File: src/rtl/serctl_pkg.sv
// Package: shared offsets, write masks, reset values and status bit
// positions for the serial control/status register bank.
package serctl_pkg;
    localparam int ADDR_W = 5;
    localparam int DATA_W = 16;

    localparam logic [ADDR_W-1:0] OFS_MODE = 5'h00;
    localparam logic [ADDR_W-1:0] OFS_RATE = 5'h02;
    localparam logic [ADDR_W-1:0] OFS_CTRL = 5'h04;
    localparam logic [ADDR_W-1:0] OFS_TXD  = 5'h06;
    localparam logic [ADDR_W-1:0] OFS_STAT = 5'h08;
    localparam logic [ADDR_W-1:0] OFS_FCTL = 5'h0A;
    localparam logic [ADDR_W-1:0] OFS_PORT = 5'h0C;

    localparam logic [7:0] MASK_MODE = 8'h7B;
    localparam logic [7:0] MASK_CTRL = 8'hFA;
    localparam logic [7:0] MASK_PORT = 8'hF3;

    localparam logic [7:0] RST_RATE = 8'hFF;
    localparam logic [7:0] RST_CTRL = 8'h20;

    // Status bit positions (software-visible layout).
    localparam int SB_TEND = 6;
    localparam int SB_TDE  = 5;
    localparam int SB_BRK  = 4;
    localparam int SB_RDF  = 1;
    localparam int SB_DR   = 0;

    // Control bit positions.
    localparam int CB_TXIE = 7;
    localparam int CB_RXIE = 6;
    localparam int CB_TXEN = 5;
endpackage

File: src/rtl/serctl_cfg.sv
// Module: serctl_cfg
// Decodes bus writes and holds the setting registers: mode, bit-rate,
// control, port, FIFO control and transmit data. Each register applies
// its write mask when it stores a value.
// Assumes: wr_en lasts one cycle per access, and addr is a byte offset.
module serctl_cfg
    import serctl_pkg::*;
(
    input  logic              clk,
    input  logic              rst_n,
    input  logic              wr_en,
    input  logic [ADDR_W-1:0] addr,
    input  logic [DATA_W-1:0] wdata,
    output logic [7:0]        mode_q,
    output logic [7:0]        rate_q,
    output logic [7:0]        ctrl_q,
    output logic [7:0]        port_q,
    output logic [DATA_W-1:0] fctl_q,
    output logic [7:0]        txd_q,
    output logic              ctrl_wr,
    output logic              stat_wr,
    output logic              txd_wr
);
    logic mode_wr, rate_wr, fctl_wr, port_wr;

    // Write decode: one strobe per mapped offset.
    always_comb begin
        mode_wr = wr_en && (addr == OFS_MODE);
        rate_wr = wr_en && (addr == OFS_RATE);
        ctrl_wr = wr_en && (addr == OFS_CTRL);
        txd_wr  = wr_en && (addr == OFS_TXD);
        stat_wr = wr_en && (addr == OFS_STAT);
        fctl_wr = wr_en && (addr == OFS_FCTL);
        port_wr = wr_en && (addr == OFS_PORT);
    end

    // Setting registers with masks applied on write.
    always_ff @(posedge clk) begin
        if (!rst_n) begin
            mode_q <= '0;
            rate_q <= RST_RATE;
            ctrl_q <= RST_CTRL;
            port_q <= '0;
            fctl_q <= '0;
            txd_q  <= '0;
        end else begin
            if (mode_wr) mode_q <= wdata[7:0] & MASK_MODE;
            if (rate_wr) rate_q <= wdata[7:0];
            if (ctrl_wr) ctrl_q <= wdata[7:0] & MASK_CTRL;
            if (port_wr) port_q <= wdata[7:0] & MASK_PORT;
            if (fctl_wr) fctl_q <= wdata;
            if (txd_wr)  txd_q  <= wdata[7:0];
        end
    end

    // a write to an unmapped offset leaves the setting registers alone
    a_r10_unmapped_write_ignored: assert property (@(posedge clk) disable iff (!rst_n)
        (wr_en && !mode_wr && !rate_wr && !ctrl_wr && !txd_wr && !stat_wr && !fctl_wr && !port_wr)
        |=> ($stable(mode_q) && $stable(rate_q) && $stable(ctrl_q) && $stable(port_q)
             && $stable(fctl_q) && $stable(txd_q)));
endmodule

File: src/rtl/serctl_flags.sv
// Module: serctl_flags
// Holds the five status flags. A status write clears each flag whose
// bit is written as zero. Events from the receive path and the break
// detector set flags and win over a clear in the same cycle.
// Assumes: the strobes come from serctl_cfg and wdata is the bus data.
module serctl_flags
    import serctl_pkg::*;
(
    input  logic       clk,
    input  logic       rst_n,
    input  logic       stat_wr,
    input  logic       ctrl_wr,
    input  logic       txd_wr,
    input  logic [7:0] wbyte,
    input  logic       rx_full_evt,
    input  logic       rx_ready_evt,
    input  logic       brk_evt,
    output logic [7:0] stat_byte
);
    logic tend_q, tde_q, brk_q, rdf_q, dr_q;

    // Flag update: the clear is applied first, then set terms override it.
    always_ff @(posedge clk) begin
        if (!rst_n) begin
            tend_q <= 1'b1;
            tde_q  <= 1'b1;
            brk_q  <= 1'b0;
            rdf_q  <= 1'b0;
            dr_q   <= 1'b0;
        end else begin
            if (stat_wr && !wbyte[SB_TEND]) tend_q <= 1'b0;
            if (ctrl_wr && !wbyte[CB_TXEN]) tend_q <= 1'b1;
            if ((stat_wr && !wbyte[SB_TDE]) || txd_wr) tde_q <= 1'b0;
            if (stat_wr && !wbyte[SB_BRK]) brk_q <= 1'b0;
            if (brk_evt) brk_q <= 1'b1;
            if (stat_wr && !wbyte[SB_RDF]) rdf_q <= 1'b0;
            if (rx_full_evt) rdf_q <= 1'b1;
            if (stat_wr && !wbyte[SB_DR]) dr_q <= 1'b0;
            if (rx_ready_evt) dr_q <= 1'b1;
        end
    end

    // Status byte assembly in the software-visible layout.
    always_comb begin
        stat_byte          = '0;
        stat_byte[SB_TEND] = tend_q;
        stat_byte[SB_TDE]  = tde_q;
        stat_byte[SB_BRK]  = brk_q;
        stat_byte[SB_RDF]  = rdf_q;
        stat_byte[SB_DR]   = dr_q;
    end

    // a zero written with no competing event clears the flag
    a_r3_brk_clear: assert property (@(posedge clk) disable iff (!rst_n)
        (stat_wr && !wbyte[SB_BRK] && !brk_evt) |=> !stat_byte[SB_BRK]);
    a_r3_dr_clear: assert property (@(posedge clk) disable iff (!rst_n)
        (stat_wr && !wbyte[SB_DR] && !rx_ready_evt) |=> !stat_byte[SB_DR]);
    // a one written leaves the flag as it was
    a_r4_brk_keep: assert property (@(posedge clk) disable iff (!rst_n)
        (stat_wr && wbyte[SB_BRK] && !brk_evt) |=> (stat_byte[SB_BRK] == $past(stat_byte[SB_BRK])));
    // events win over any clear
    a_r5_brk_event: assert property (@(posedge clk) disable iff (!rst_n)
        brk_evt |=> stat_byte[SB_BRK]);
    a_r5_rdf_event: assert property (@(posedge clk) disable iff (!rst_n)
        rx_full_evt |=> stat_byte[SB_RDF]);
    // a transmit data write empties the data-empty flag
    a_r6_txd_clears_tde: assert property (@(posedge clk) disable iff (!rst_n)
        txd_wr |=> !stat_byte[SB_TDE]);
    // a control write with transmit disabled sets transmit end
    a_r7_txoff_sets_tend: assert property (@(posedge clk) disable iff (!rst_n)
        (ctrl_wr && !wbyte[CB_TXEN]) |=> stat_byte[SB_TEND]);
endmodule

File: src/rtl/serctl_rxirq.sv
// Module: serctl_rxirq
// Sticky receive interrupt. A receive-full event raises it while
// receive interrupts are enabled. Clearing status or control writes
// withdraw it, but a raise in the same cycle wins.
// Assumes: rxie is the stored control bit 6.
module serctl_rxirq
    import serctl_pkg::*;
(
    input  logic       clk,
    input  logic       rst_n,
    input  logic       rx_full_evt,
    input  logic       rxie,
    input  logic       stat_wr,
    input  logic       ctrl_wr,
    input  logic [7:0] wbyte,
    output logic       rx_irq
);
    logic raise, drop;

    // Raise and drop terms.
    always_comb begin
        raise = rx_full_evt && rxie;
        drop  = (stat_wr && (!wbyte[SB_RDF] || !wbyte[SB_DR]))
             || (ctrl_wr && !wbyte[CB_RXIE]);
    end

    // Interrupt state: a raise takes priority over a drop.
    always_ff @(posedge clk) begin
        if (!rst_n)      rx_irq <= 1'b0;
        else if (raise)  rx_irq <= 1'b1;
        else if (drop)   rx_irq <= 1'b0;
    end

    // the raise is seen one cycle later
    a_r9_raise: assert property (@(posedge clk) disable iff (!rst_n)
        (rx_full_evt && rxie) |=> rx_irq);
    // a drop with no raise withdraws the line
    a_r9_drop: assert property (@(posedge clk) disable iff (!rst_n)
        (stat_wr && !wbyte[SB_DR] && !rx_full_evt) |=> !rx_irq);
    // with no event and no bus write the line holds
    a_r10_hold: assert property (@(posedge clk) disable iff (!rst_n)
        (!rx_full_evt && !stat_wr && !ctrl_wr) |=> $stable(rx_irq));
endmodule

File: src/rtl/serctl_regbank.sv
// Module: serctl_regbank (top)
// Control and status register bank for a FIFO serial port. It ties
// together write decode and settings, the status flags and the receive
// interrupt, and it provides a registered read path.
// Assumes: single-cycle rd_en/wr_en strobes and one-cycle event pulses.
module serctl_regbank
    import serctl_pkg::*;
(
    input  logic              clk,
    input  logic              rst_n,
    input  logic              wr_en,
    input  logic              rd_en,
    input  logic [ADDR_W-1:0] addr,
    input  logic [DATA_W-1:0] wdata,
    output logic [DATA_W-1:0] rdata,
    input  logic              rx_full_evt,
    input  logic              rx_ready_evt,
    input  logic              brk_evt,
    output logic [7:0]        tx_byte,
    output logic              tx_irq,
    output logic              rx_irq
);
    logic [7:0]        mode_q, rate_q, ctrl_q, port_q, stat_byte;
    logic [DATA_W-1:0] fctl_q;
    logic              ctrl_wr, stat_wr, txd_wr;
    logic [DATA_W-1:0] rd_mux;

    serctl_cfg u_cfg (
        .clk(clk), .rst_n(rst_n), .wr_en(wr_en), .addr(addr), .wdata(wdata),
        .mode_q(mode_q), .rate_q(rate_q), .ctrl_q(ctrl_q), .port_q(port_q),
        .fctl_q(fctl_q), .txd_q(tx_byte),
        .ctrl_wr(ctrl_wr), .stat_wr(stat_wr), .txd_wr(txd_wr)
    );

    serctl_flags u_flags (
        .clk(clk), .rst_n(rst_n), .stat_wr(stat_wr), .ctrl_wr(ctrl_wr),
        .txd_wr(txd_wr), .wbyte(wdata[7:0]), .rx_full_evt(rx_full_evt),
        .rx_ready_evt(rx_ready_evt), .brk_evt(brk_evt), .stat_byte(stat_byte)
    );

    serctl_rxirq u_rxirq (
        .clk(clk), .rst_n(rst_n), .rx_full_evt(rx_full_evt),
        .rxie(ctrl_q[CB_RXIE]), .stat_wr(stat_wr), .ctrl_wr(ctrl_wr),
        .wbyte(wdata[7:0]), .rx_irq(rx_irq)
    );

    // Transmit interrupt follows the stored enable bit.
    assign tx_irq = ctrl_q[CB_TXIE];

    // Read select: unmapped offsets give zero.
    always_comb begin
        rd_mux = '0;
        case (addr)
            OFS_MODE: rd_mux[7:0] = mode_q;
            OFS_RATE: rd_mux[7:0] = rate_q;
            OFS_CTRL: rd_mux[7:0] = ctrl_q;
            OFS_TXD:  rd_mux[7:0] = tx_byte;
            OFS_STAT: rd_mux[7:0] = stat_byte;
            OFS_FCTL: rd_mux      = fctl_q;
            OFS_PORT: rd_mux[7:0] = port_q;
            default:  rd_mux      = '0;
        endcase
    end

    // Registered read data, zero when no read was requested.
    always_ff @(posedge clk) begin
        if (!rst_n)     rdata <= '0;
        else if (rd_en) rdata <= rd_mux;
        else            rdata <= '0;
    end

    // a control write with bit 7 set raises the transmit interrupt
    a_r8_txirq_follows: assert property (@(posedge clk) disable iff (!rst_n)
        (ctrl_wr && wdata[CB_TXIE]) |=> tx_irq);
    // no read strobe means zero read data next cycle
    a_r11_idle_zero: assert property (@(posedge clk) disable iff (!rst_n)
        !rd_en |=> (rdata == '0));
endmodule

File: config.mk
export PLATFORM = sky130hd
export DESIGN_NAME = serctl_regbank
export DESIGN_NICKNAME = d
export VERILOG_FILES = /design/src/rtl/serctl_pkg.sv /design/src/rtl/serctl_cfg.sv /design/src/rtl/serctl_flags.sv /design/src/rtl/serctl_rxirq.sv /design/src/rtl/serctl_regbank.sv
export SDC_FILE = /design/constraint.sdc
export NUM_CORES = 1
export LEC_CHECK = 0
export ABC_AREA = 1
export BUFFER_PORTS_ARGS = -buffer_cell sky130_fd_sc_hd__buf_2
export CELL_PAD_IN_SITES_DETAIL_PLACEMENT = 1
export CELL_PAD_IN_SITES_GLOBAL_PLACEMENT = 1
export CORE_UTILIZATION = 30
export DETAILED_ROUTE_END_ITERATION = 12
export PLACE_DENSITY_LB_ADDON = 0.1
export SLEW_MARGIN = 20
export SYNTH_ARGS = -nofsm -noshare
export SYNTH_HDL_FRONTEND = slang
export SYNTH_HIERARCHICAL = 1
export SYNTH_SLANG_ARGS = --single-unit
File: constraint.sdc
create_clock -name clk -period 1.8 [get_ports clk]
set_input_delay 0.18 -clock clk [delete_from_list [all_inputs] [get_ports clk]]
set_output_delay 0.18 -clock clk [all_outputs]
set_load 0.01 [all_outputs]
==> results.sh, run 1 <==
export IMPL_slew_violations=0
export IMPL_syn_area_per_cell_um2=6.48
export IMPL_holdCritPathClass="in -> reg"
export IMPL_layout_min_cycle_time_ns=1.11
export IMPL_io_buffers=53
export IMPL_synth_area_leader_cell="dfxtp_1"
export IMPL_synth_seq_cells=72
export IMPL_clkTransAtPathRegs_ns=0.06
export IMPL_fmax_mhz=901
export IMPL_synth_cell_type_count=25
export IMPL_start_util_pct=31.4
export IMPL_tritoncts="done"
export IMPL_drcViolationCount=0
export IMPL_vias=3715
export IMPL_cts_buffer_depth=2
export IMPL_synth_warning_count=6
export IMPL_ctsResizeCount=0
export IMPL_yosys_top_cells_count="nand2_1 (135), inv_1 (120), nor2_1 (89)"
export IMPL_slew_headroom_pct=61.2
export IMPL_finalHoldViolations=0
export IMPL_pre_cts_ws_ns=0.371
export IMPL_synth_seq_area_share_pct=37.6
export IMPL_cp_max_fo=15
export IMPL_cts_root_buf="clkbuf_16"
export IMPL_ir_drop_v=0.000342
export IMPL_syn_inst=592
export IMPL_critPathArrivalTime_ns=1.38
export IMPL_post_route_cells_drive_above_1_share_pct=16.4
export IMPL_startpoint_type="input port"
export IMPL_cts_htree_levels=3
export IMPL_status="complete, no violations"
export IMPL_worst_skew_pair_late_latency_ns=0.35
export IMPL_gp_congestion=0.807
export IMPL_n_antenna_cell=0
export IMPL_grt_remaining_overflow=0
export IMPL_synth_top_area_share_pct=37.6
export IMPL_cp_cell_sequence="buf_2 -> nor2_4 -> buf_4 -> nand4_1 -> nand2_1 -> nor2_1 -> a21oi_1"
export IMPL_crit_path_end_kind="flop"
export IMPL_worstSetupPathType="in -> reg"
export IMPL_synth_most_common_cell="nand2_1"
export IMPL_cap_violations=0
export IMPL_setup_violations=0
export IMPL_leakagePower_nw=2.38
export IMPL_max_stage_delay_ns=0.31
export IMPL_drtIter0Drc=150
export IMPL_slowest_stage="nor2_4"
export IMPL_cts_hold_buf=0
export IMPL_cts_sinks=72
export IMPL_grt_usage_pct=19.9
export IMPL_setup_tns_ns=0
export IMPL_post_cts_setup_buffers=0
export IMPL_nets=665
export IMPL_fin_hold_ws_ns=0.0738
export IMPL_coreArea_um2=12200
export IMPL_synth_edf_count=0
export IMPL_avgRoutedWirePerCell_um=14.9
export IMPL_ys_flop_type="dfxtp_1"
export IMPL_worstPathRequired_ns=2.07
export IMPL_async_flop_share_pct=0
export IMPL_fp_dieH_um=115
export IMPL_antenna_found_initial=0
export IMPL_clock_skew_ns=0.00768
export IMPL_grt_setup_unrepaired="no"
export IMPL_grt_first_pass_wirelength_um=19600
export IMPL_numCtsBuffers=9
export IMPL_layout_setup_ws_ns=0.690
export IMPL_area_delta_synth_final_pct=17.0
export IMPL_drt_total_wl_um=12100
export IMPL_fin_crit_sh_pct=61.7
export IMPL_fp_dieW_um=115
export IMPL_detail_route_antenna_nets=0
export IMPL_cellPowerDensity_nw_per_um2=868
export IMPL_dpl_hpwl_um=8940
export IMPL_syn_area_um2=3830
export IMPL_grt_pass1_vias=3642
export IMPL_grt_max_degree=33
export IMPL_worst_pin_slew_ns=0.580
export IMPL_io_pins=54
export IMPL_firstDrtPassIters=4
export IMPL_rows=40
export IMPL_die_area_um2=13200
export IMPL_synth_area_top_cells="dfxtp_1 (38%), nand2_1 (13%), inv_1 (12%)"
export IMPL_via_per_inst=4.59
export IMPL_p_total_mw=3.89
worst max-delay path: cells and delay by family:
family,cells,cell delay [ns]
simple gates,4,0.57
buf+inv,2,0.46
compound gates,1,0.15
logic make-up (layout without fill, tap and decap cells):
| kind of cell | count (synthesis) | in the layout | synth area share (%) |
|---|---|---|---|
| other | 2 | 9 | 0.196 |
| DFF | 72 | 72 | 37.6 |
| AOI/OAI and AO/OA | 15 | 15 | 2.06 |
| buffers and inverters | 165 | 208 | 19.4 |
| and+or+nand+nor | 338 | 338 | 40.8 |
sequential cells by signal, indices dropped and copies added (netlist names):
name,count
u_cfg/mode_q,6
u_flags/brk_q,1
u_flags/rdf_q,1
u_cfg/rate_q,8
u_rxirq/rx_irq,1
u_cfg/txd_q,8
u_cfg/ctrl_q,6
u_flags/tend_q,1
u_cfg/port_q,6
rdata,16
u_flags/dr_q,1
u_flags/tde_q,1
u_cfg/fctl_q,16
through the flow:
step	cell area, um2	std cells	util [%]
3_3_place_gp	4170	794	34.1
5_1_grt	4490	810	36.7
3_5_place_dp	4170	794	34.1
2_1_floorplan	3860	599	-
6_report	4490	810	36.7
4_1_cts	4490	810	36.7
power breakdown:
group / leakage, nW / internal [mW] / switching [mW]
Clock: 0.159 / 1.22 / 0.711
Sequential: 0.582 / 1.62 / 0.0151
Combinational: 1.64 / 0.0921 / 0.233
path summary, 6_finish.rpt:
path	from	to	slack [ns]	depth (start not counted)
worst max register to register	u_cfg/txd_q[3]	rdata[3]	0.87	4
worst max-delay path	addr[4]	rdata[0]	0.69	7
worst min register to register	u_cfg/fctl_q[9]	rdata[9]	0.43	2
worst min-delay path	rx_ready_evt	u_flags/dr_q	0.07	3
layout make-up:
| type | instances | area, um2 |
|---|---|---|
| Inverter | 126 | 473 |
| Multi-Input combinational cell | 362 | 1680 |
| Timing Repair Buffer | 66 | 363 |
| Fill cell | 1630 | 7730 |
| Sequential cell | 72 | 1440 |
| Tap cell | 168 | 210 |
| Clock buffer | 14 | 284 |
| Clock inverter | 2 | 35.0 |
placed cells by master, fill, tap and decap left out, drive strengths merged:
master  instances
inv           126
clkbuf         14
a21oi          14
clkinv          1
o21ai           1
nand4          40
dfxtp          72
nor4            1
conb            9
nand2         135
bufinv          1
buf            66
nor2           98
nand3          64
per-layer routing:
| metal | global-route usage [%] | up-vias | part of all wire, % |
|---|---|---|---|
| li1 | - | 1865 | - |
| met1 | 26.9 | 1765 | 50 |
| met2 | 31.2 | 67 | 45 |
| met3 | 3.16 | 18 | 3.0 |
| met4 | 8.83 | 0 | 2.3 |
| met5 | 0 | - | 0 |
Power figures use the tool's default switching activity.
==> run 2, diff against run 1 <==
- ABC_AREA: 1 -> 0
- clock period: 1.8 -> 1 ns (I/O delays scaled with it)
==> run 2 against run 1 <==
Against the previous run: the flow now finishes with violations (setup timing); total power grew 42%; non-clock buffer count increased by 40; via count down 28%; die area shrank 15%; first-iteration DRC count down 61%.
==> results.sh, run 2 <==
export IMPL_status="finished with violations"
export IMPL_violations="setup timing"
export IMPL_placed_cells=543
export IMPL_io_pins=54
export IMPL_drcViolationCount=0
export IMPL_tritoncts="done"
export IMPL_synth_warning_count=6
export IMPL_drt_total_wl_um=9160
export IMPL_synth_top_family_by_area="multiplexers"
export IMPL_avgRoutedWirePerCell_um=16.2
export IMPL_crit_path_end_kind="flop"
export IMPL_rows=37
export IMPL_vias=2680
export IMPL_cp_cell_sequence="mux4_2 -> nand2_2 -> a21oi_2"
export IMPL_critPathArrivalTime_ns=1.28
export IMPL_n_antenna_cell=0
export IMPL_syn_area_per_cell_um2=9.93
export IMPL_mostFrequentLayoutCells="dfxtp_1 (59), nand2_1 (58), mux2i_1 (49), buf_2 (49), buf_4 (41)"
export IMPL_worstPathRequired_ns=1.24
export IMPL_fp_dieH_um=106
export IMPL_synth_xor_area_share_pct=0
export IMPL_startpoint_type="flop"
export IMPL_numCtsBuffers=9
export IMPL_cts_buffer_depth=2
export IMPL_cts_root_buf="clkbuf_8"
export IMPL_fp_dieW_um=106
export IMPL_yosys_top_cells_count="dfxtp_1 (72), nand2_1 (62), mux2i_1 (49)"
export IMPL_io_buffers=53
export IMPL_grt_remaining_overflow=0
export IMPL_detail_route_antenna_nets=0
export IMPL_final_cells=564
export IMPL_synth_area_leader_cell="dfxtp_1"
export IMPL_synth_edf_count=0
export IMPL_clkTransAtPathRegs_ns=0.07
export IMPL_cts_sinks=72
export IMPL_place_area_um2=3990
export IMPL_grt_setup_unrepaired="yes"
export IMPL_synth_seq_cells=72
export IMPL_post_route_cells_drive_above_1_share_pct=40.2
export IMPL_leakagePower_nw=2.01
export IMPL_synth_most_common_cell="dfxtp_1"
export IMPL_layout_commonest_cell="dfxtp_1"
export IMPL_reg_top3="rdata (16), u_cfg/fctl_q (16)"
export IMPL_slew_violations=0
export IMPL_dpl_hpwl_um=6800
export IMPL_drtIter0Drc=59
export IMPL_stdcell_area_um2=4340
export IMPL_fin_crit_sh_pct=104
export IMPL_grt_max_degree=27
export IMPL_syn_area_um2=3270
export IMPL_synth_simple_gate_area_share_pct=19.5
export IMPL_clock_skew_ns=0.00718
export IMPL_worstSetupPathType="reg -> reg"
export IMPL_max_stage_delay_ns=0.46
export IMPL_cts_htree_levels=3
export IMPL_antenna_found_initial=0
export IMPL_async_flop_share_pct=0
export IMPL_grt_pass1_vias=2738
export IMPL_firstDrtPassIters=4
export IMPL_finalHoldViolations=0
export IMPL_final_util_pct=41.5
export IMPL_layout_min_cycle_time_ns=1.04
export IMPL_synth_compound_area_share_pct=8.15
export IMPL_synth_cell_type_count=42
export IMPL_fmax_mhz=960
export IMPL_slowest_stage="mux4_2"
export IMPL_syn_inst=329
export IMPL_cellPowerDensity_nw_per_um2=1270
export IMPL_ir_drop_v=0.000530
export IMPL_synth_seq_area_share_pct=44.1
export IMPL_cp_max_fo=2
export IMPL_area_delta_synth_final_pct=32.9
export IMPL_worst_skew_pair_late_latency_ns=0.35
export IMPL_setup_violations=4
export IMPL_cap_violations=0
export IMPL_holdCritPathClass="in -> reg"
export IMPL_via_per_inst=4.75
export IMPL_grt_usage_pct=17.2
export IMPL_layout_setup_ws_ns=-0.0421
export IMPL_fin_hold_ws_ns=0.0107
export IMPL_synth_top_area_share_pct=44.1
export IMPL_synth_area_top_cells="dfxtp_1 (44%), mux2i_1 (15%), nand2_1 (7.1%)"
export IMPL_nets=451
export IMPL_ys_flop_type="dfxtp_1"
export IMPL_synthMuxAreaShare_pct=20.5
export IMPL_synthAdderAreaFrac_pct=0
export IMPL_setup_tns_ns=-0.116
export IMPL_die_area_um2=11300
export IMPL_grt_first_pass_wirelength_um=14600
export IMPL_start_util_pct=31.2
export IMPL_coreArea_um2=10500
export IMPL_gp_congestion=0.725
==> run 2: cell types whose count changed in the layout (fill, tap and decap cells not counted), moves of 13 or more <==
cell	previous run	this run
dfxtp_1	72	59
mux2i_1	0	49
nand4_1	38	1
inv_1	120	13
nor2_1	88	5
nand2_1	135	58
nand3_1	59	10
buf_4	13	41
dfxtp_2	0	13
==> run 2: critical path, delay by kind of cell (launching register included) <==
family | cells | cell delay [ns]
mux | 1 | 0.46
flops | 1 | 0.33
simple gates | 1 | 0.09
compound gates | 1 | 0.05
==> run 2: final cells by class <==
| type | instances | area [um2] |
|---|---|---|
| flip-flops and latches | 72 | 1460 |
| clock inverters | 4 | 20.0 |
| repair buffers | 106 | 800 |
| inverters | 13 | 48.8 |
| well taps | 136 | 170 |
| fillers | 1217 | 6120 |
| multi-input cells | 221 | 1700 |
| clock buffers | 12 | 145 |
==> run 2: cells by family after synthesis <==
kind of cell | Yosys count
simple gates | 114
compound gates | 37
flops | 72
other cells | 2
mux | 61
buf+inv | 43
==> run 2: repair_timing <==
item / in CTS / in global routing
endpoints found under the setup margin: 13 / 31
pin swaps: 8 / 5
setup buffers: 1 / 2
endpoints found under the hold margin: 4 / 0
cloned: 0 / 1
resized for setup: 12 / 19
hold buffers: 4 / 0
==> run 2: worst paths after layout <==
| kind | startpoint | endpoint | slack, ns | depth (start not counted) |
|---|---|---|---|---|
| worst max-delay path | u_flags/rdf_q | rdata[1] | -0.04 | 3 |
| worst min-delay path | wdata[8] | u_cfg/fctl_q[8] | 0.01 | 3 |
| worst max register to register | u_flags/rdf_q | rdata[1] | -0.04 | 3 |
| worst min register to register | u_cfg/fctl_q[14] | u_cfg/fctl_q[14] | 0.46 | 2 |
==> run 2: metrics by stage <==
step           setup WS [ns]  power, mW
2_1_floorplan         -0.130       3.27
3_3_place_gp          -0.408       3.53
3_5_place_dp          -0.425       3.53
4_1_cts              -0.0322       5.59
5_1_grt              -0.0698       5.83
6_report             -0.0421       5.53
==> run 2: layer usage <==
| metal | global-route usage (%) | vias to the layer above | routed length [um] | share of wire (%) |
|---|---|---|---|---|
| met5 | 0 | - | 0 | 0 |
| met4 | 5.06 | 0 | 106 | 1.2 |
| met3 | 3.74 | 7 | 268 | 2.9 |
| met2 | 27.8 | 45 | 4250 | 46 |
| met1 | 22.7 | 1317 | 4540 | 50 |
| li1 | - | 1311 | - | - |
==> run 2: power by group <==
part	total, mW	internal [mW]	leakage [nW]	switching [mW]
Sequential	2.91	2.89	0.586	0.0173
Clock	2.03	0.954	0.0899	1.07
Combinational	0.591	0.283	1.33	0.308
Total	5.53	4.13	2.01	1.40
